File: config.mk
export PLATFORM = sky130hd
export DESIGN_NAME = notif_frame_decoder
export DESIGN_NICKNAME = d
export VERILOG_FILES = /design/src/rtl/notif_frame_decoder.sv
export SDC_FILE = /design/constraint.sdc
export NUM_CORES = 1
export LEC_CHECK = 0
export ABC_CLOCK_PERIOD_IN_PS = 2500
export BUFFER_PORTS_ARGS = -buffer_cell sky130_fd_sc_hd__buf_2
export CAP_MARGIN = 20
export CORE_MARGIN = 4
export CORE_UTILIZATION = 40
export DETAILED_ROUTE_END_ITERATION = 10
export SYNTH_ARGS = -nofsm -noshare
export SYNTH_HDL_FRONTEND = slang
export SYNTH_SLANG_ARGS = --single-unit
File: constraint.sdc
create_clock -name clk -period 2.5 [get_ports clk]
set_input_delay 0.25 -clock clk [delete_from_list [all_inputs] [get_ports clk]]
set_output_delay 0.25 -clock clk [all_outputs]
set_load 0.005 [all_outputs]
File: src/rtl/notif_frame_decoder.sv
module notif_frame_decoder #(
  parameter int TYPE_W = 4,
  parameter int ID_W = 8,
  parameter int CONT_W = 16,
  parameter int STAMP_W = 8,
  parameter logic [TYPE_W-1:0] CODE_ALERT = 4'hA,
  parameter logic [TYPE_W-1:0] CODE_CLOCK = 4'hB,
  parameter logic [TYPE_W-1:0] CODE_DATA = 4'hC
) (
  input  logic               clk,
  input  logic               rst_n,
  input  logic               ser_in,
  output logic               type_valid,
  output logic [TYPE_W-1:0]  type_code,
  output logic               type_error,
  output logic               frame_error,
  output logic               msg_valid,
  output logic               msg_is_clock,
  output logic [ID_W-1:0]    msg_chan,
  output logic [CONT_W-1:0]  msg_content,
  output logic [STAMP_W-1:0] msg_stamp
);
  localparam int PAY_W = ID_W + CONT_W + STAMP_W;
  localparam int TOT_W = TYPE_W + PAY_W;
  localparam int BW = $clog2(TOT_W + 1);
  localparam logic [BW-1:0] LAST_TYPE = BW'(TYPE_W - 1);
  localparam logic [BW-1:0] LAST_BIT = BW'(TOT_W - 1);

  typedef enum logic [1:0] {HUNT, RECV, STOP, WAITHI} st_t;

  st_t st;
  logic s1, s2, seen, ph, is_msg, is_clk;
  logic [BW-1:0] bcnt;
  logic [PAY_W-1:0] shreg;
  logic [TYPE_W-1:0] nib;

  assign nib = {shreg[TYPE_W-2:0], s2};

  always_ff @(posedge clk or negedge rst_n) begin
    if (!rst_n) begin
      s1 <= 1'b1;
      s2 <= 1'b1;
      st <= HUNT;
      seen <= 1'b0;
      ph <= 1'b0;
      is_msg <= 1'b0;
      is_clk <= 1'b0;
      bcnt <= '0;
      shreg <= '0;
      type_valid <= 1'b0;
      type_code <= '0;
      type_error <= 1'b0;
      frame_error <= 1'b0;
      msg_valid <= 1'b0;
      msg_is_clock <= 1'b0;
      msg_chan <= '0;
      msg_content <= '0;
      msg_stamp <= '0;
    end else begin
      s1 <= ser_in;
      s2 <= s1;
      type_valid <= 1'b0;
      type_error <= 1'b0;
      frame_error <= 1'b0;
      msg_valid <= 1'b0;
      case (st)
        HUNT: begin
          seen <= !s2 && !seen;
          if (!s2 && seen) begin
            st <= RECV;
            ph <= 1'b0;
            bcnt <= '0;
          end
        end
        RECV: begin
          ph <= !ph;
          if (ph) begin
            shreg <= {shreg[PAY_W-2:0], s2};
            bcnt <= bcnt + 1'b1;
            if (bcnt == LAST_TYPE) begin
              if (nib == CODE_ALERT || nib == CODE_CLOCK || nib == CODE_DATA) begin
                type_valid <= 1'b1;
                type_code <= nib;
                is_msg <= (nib != CODE_ALERT);
                is_clk <= (nib == CODE_CLOCK);
                if (nib == CODE_ALERT) st <= STOP;
              end else begin
                type_error <= 1'b1;
                st <= WAITHI;
                seen <= 1'b0;
              end
            end else if (bcnt == LAST_BIT) begin
              st <= STOP;
            end
          end
        end
        STOP: begin
          ph <= !ph;
          if (ph) begin
            seen <= 1'b0;
            if (s2) begin
              st <= HUNT;
              if (is_msg) begin
                msg_valid <= 1'b1;
                msg_is_clock <= is_clk;
                msg_chan <= shreg[PAY_W-1 -: ID_W];
                msg_content <= shreg[STAMP_W +: CONT_W];
                msg_stamp <= shreg[STAMP_W-1:0];
              end
            end else begin
              frame_error <= 1'b1;
              st <= WAITHI;
            end
          end
        end
        default: begin
          seen <= s2;
          if (s2 && seen) begin
            st <= HUNT;
            seen <= 1'b0;
          end
        end
      endcase
    end
  end
endmodule


==> flow_metrics.tcl <==
set metrics [dict create \
    vdd_ir_drop_max_v 0.000331 \
    endpoint "type_code[2]" \
    grt_first_pass_wirelength_um 11600 \
    firstDrtPassIters 4 \
    syn_inst 322 \
    core_area_sq_um 8720 \
    overflow 0 \
    post_cts_resized 0 \
    syn2layout_area_growth_pct 15.8 \
    final_cells 481 \
    yosys_warnings 0 \
    ys_types 41 \
    startpoint_type "flip-flop" \
    ys_ff_latch 87 \
    wirelength_um 6520 \
    routed-via-count 2357 \
    tightest_slew_ns 0.452 \
    period_needed_ns 2.00 \
    antenna_found_initial 0 \
    cts.sinks 87 \
    io_buffers 43 \
    arrival_ns 2.25 \
    drt_iter0_markers 93 \
    ys_seq_area_share_pct 60.7 \
    fp.dieH_um 103 \
    period_share_pct 80.1 \
    dieArea_sq_um 10600 \
    fmax_ghz 0.500 \
    mostFrequentLayoutCells "nand2_1 (107), dfrtp_1 (85), buf_2 (42), mux2_2 (33)" \
    synthesis.nets 330 \
    syn_avg_cell_area_sq_um 11.2 \
    critPathSlowestCell "dfrtp_1" \
    worstSetupPathType "flip-flop to flip-flop" \
    startpoint "bcnt[0]" \
    yosysTopAreaCell "dfrtp_1" \
    io_pins 44 \
    synth_area_leaders "dfrtp_1 (59%), nand2_1 (11%), mux2_2 (10%)" \
    netlist.area_leader.share_pct 59.2 \
    viasPerCell 4.90 \
    dpl.hpwl_um 4240 \
    nets 376 \
    ff2ff_path_depth 6 \
    leakage_nw 2.29 \
    h-tree-depth 3 \
    crit_required_ns 2.74 \
    rsz0062_at_grt "false" \
    end_kind "flip-flop" \
    final_common_cell "nand2_1" \
    insertion_delay_ns 0.35 \
    grt_pass1_vias 2446 \
    crit_buf_inv 0 \
    drtAntennaViolNets 0 \
    max_cap_violations 0 \
    grt_usage_pct 14.2 \
    cts_buffers 9 \
    finalHoldViolations 0 \
    power_density_nw_per_um2 832 \
    maxSlewHeadroom_pct 69.9 \
    drv_slew 0 \
    critical-path-max-stage-delay_ns 0.41 \
    path_delay_family "simple AND/OR/NAND/NOR gates" \
    drc 0 \
    clock_skew_ns 0.0125 \
    synthesis.area_sq_um 3590 \
    initial_core_util_pct 41.2 \
    cts_tree "done" \
    routabilityCongestion 0.774 \
    cp_cell_sequence "ha_1, nor4b_2, and2b_2, nand3_2, or2_1, mux2_4" \
    worst-r2r-setup-slack_ns 0.50 \
    cts_hold_buffers 2 \
    grt_start_max_net_pins 55 \
    status "finished clean" \
    cp_num_cells 6 \
    rows 34 \
    wire_per_inst_um 13.6 \
    timing.rr.start "bcnt[0]" \
    clk_path_buf_depth 2 \
    cts-root-buf "clkbuf_8" \
    setup_viol 0 \
    hold_path.class "flip-flop to flip-flop" \
    path_max_fanout 6 \
    drive_gt1_share_pct 28.2 \
    r2r_end "type_code[2]" \
    placed_cells 463 \
    die_width_um 103 \
    clkTransAtPathRegs_ns 0.09 \
    final.setup.tns_ns 0 \
    cts_setup_buffers 0 \
    num_antenna_cells 0 \
]
how the worst min path moves through the flow:
stage / start / end / depth (start not counted) / slack, ns
final: s1 / s2 / 0 / 0.36
after global placement: rst_n / frame_error / 1 / 0.23
after detailed placement: rst_n / frame_error / 1 / 0.23
after floorplan: rst_n / bcnt[0] / 0 / -0.05
after global routing: s1 / s2 / 0 / 0.37
after CTS: s1 / s2 / 0 / 0.37
final cells by class:
class                      instances  area, sq um
clock inverter                     6         92.6
clock buffer                      10          128
multi-input combinational        216         1330
tap                              108          135
fill                             801         4560
timing repair buffer              49          280
sequential                        87         2180
inverter                           5         18.8
power breakdown:
group,total (mW),switching [mW],internal [mW]
clock,1.08,0.506,0.570
combinational,0.701,0.378,0.323
sequential,1.69,0.155,1.53
metrics by stage:
step                      setup WS, ns  utilization, %  cell area, sq um  power (mW)  hold WS [ns]
after floorplan                  0.674               -              3590        2.24       -0.0456
after global placement           0.517            45.0              3920        2.39         0.226
after detailed placement         0.510            45.0              3920        2.41         0.233
after CTS                        0.492            47.7              4160        3.51         0.365
after global routing             0.325            47.7              4160        3.68         0.366
final                            0.499            47.7              4160        3.46         0.360
per-layer routing:
layer  up-vias  track usage, %  share of wire, %
li1       1155               -                 -
met1      1156            18.8                48
met2        40            21.9                46
met3         6            4.60               3.8
met4         0            5.38               1.4
met5         -               0                 0
sequential cells by signal (all words and copies together) (netlist names):
register,count
shreg,32
msg_content,16
msg_chan,8
msg_stamp,8
bcnt,6
type_code,4
st,2
frame_error,1
is_clk,1
is_msg,1
msg_is_clock,1
msg_valid,1
ph,1
s1,1
s2,1
seen,1
type_error,1
type_valid,1
worst register-to-register path, stage by stage, from the launching register on:
cell and delay, ns:
dfrtp_1 0.41, ha_1 0.21, nor4b_2 0.26, and2b_2 0.22, nand3_2 0.10, or2_1 0.36, mux2_4 0.34
synthesized netlist by cell type:
cell type and number:
a21bo_2 1, a21o_1 2, a21oi_1 6, a221o_1 1, a221oi_1 1, a22o_1 1
a22oi_1 1, a311oi_1 1, a31oi_1 2, and2_1 1, and2b_1 1, and2b_2 1
and3b_1 1, buf_1 1, buf_2 6, buf_6 1, clkbuf_1 6, clkinv_1 1
dfrtp_1 85, dfstp_2 2, ha_1 5, inv_1 4, mux2_2 33, mux2_4 4
mux2i_1 2, nand2_1 107, nand2b_1 5, nand3_1 5, nand3_2 1, nand4_1 2
nor2_1 9, nor2b_1 3, nor3_1 4, nor3b_1 2, nor4b_2 1, o21ai_0 6
o2bb2ai_1 1, o31ai_1 1, or2_1 1, xnor2_1 1, xor2_1 3
kinds of logic after synthesis:
group / share of synthesized area [%]
compound gates: 4.39
xor+xnor: 0.975
fa+ha+maj: 1.74
buf+inv: 2.40
flops: 60.7
mux: 12.6
simple gates: 17.3
(Power assumes the default switching activity.)
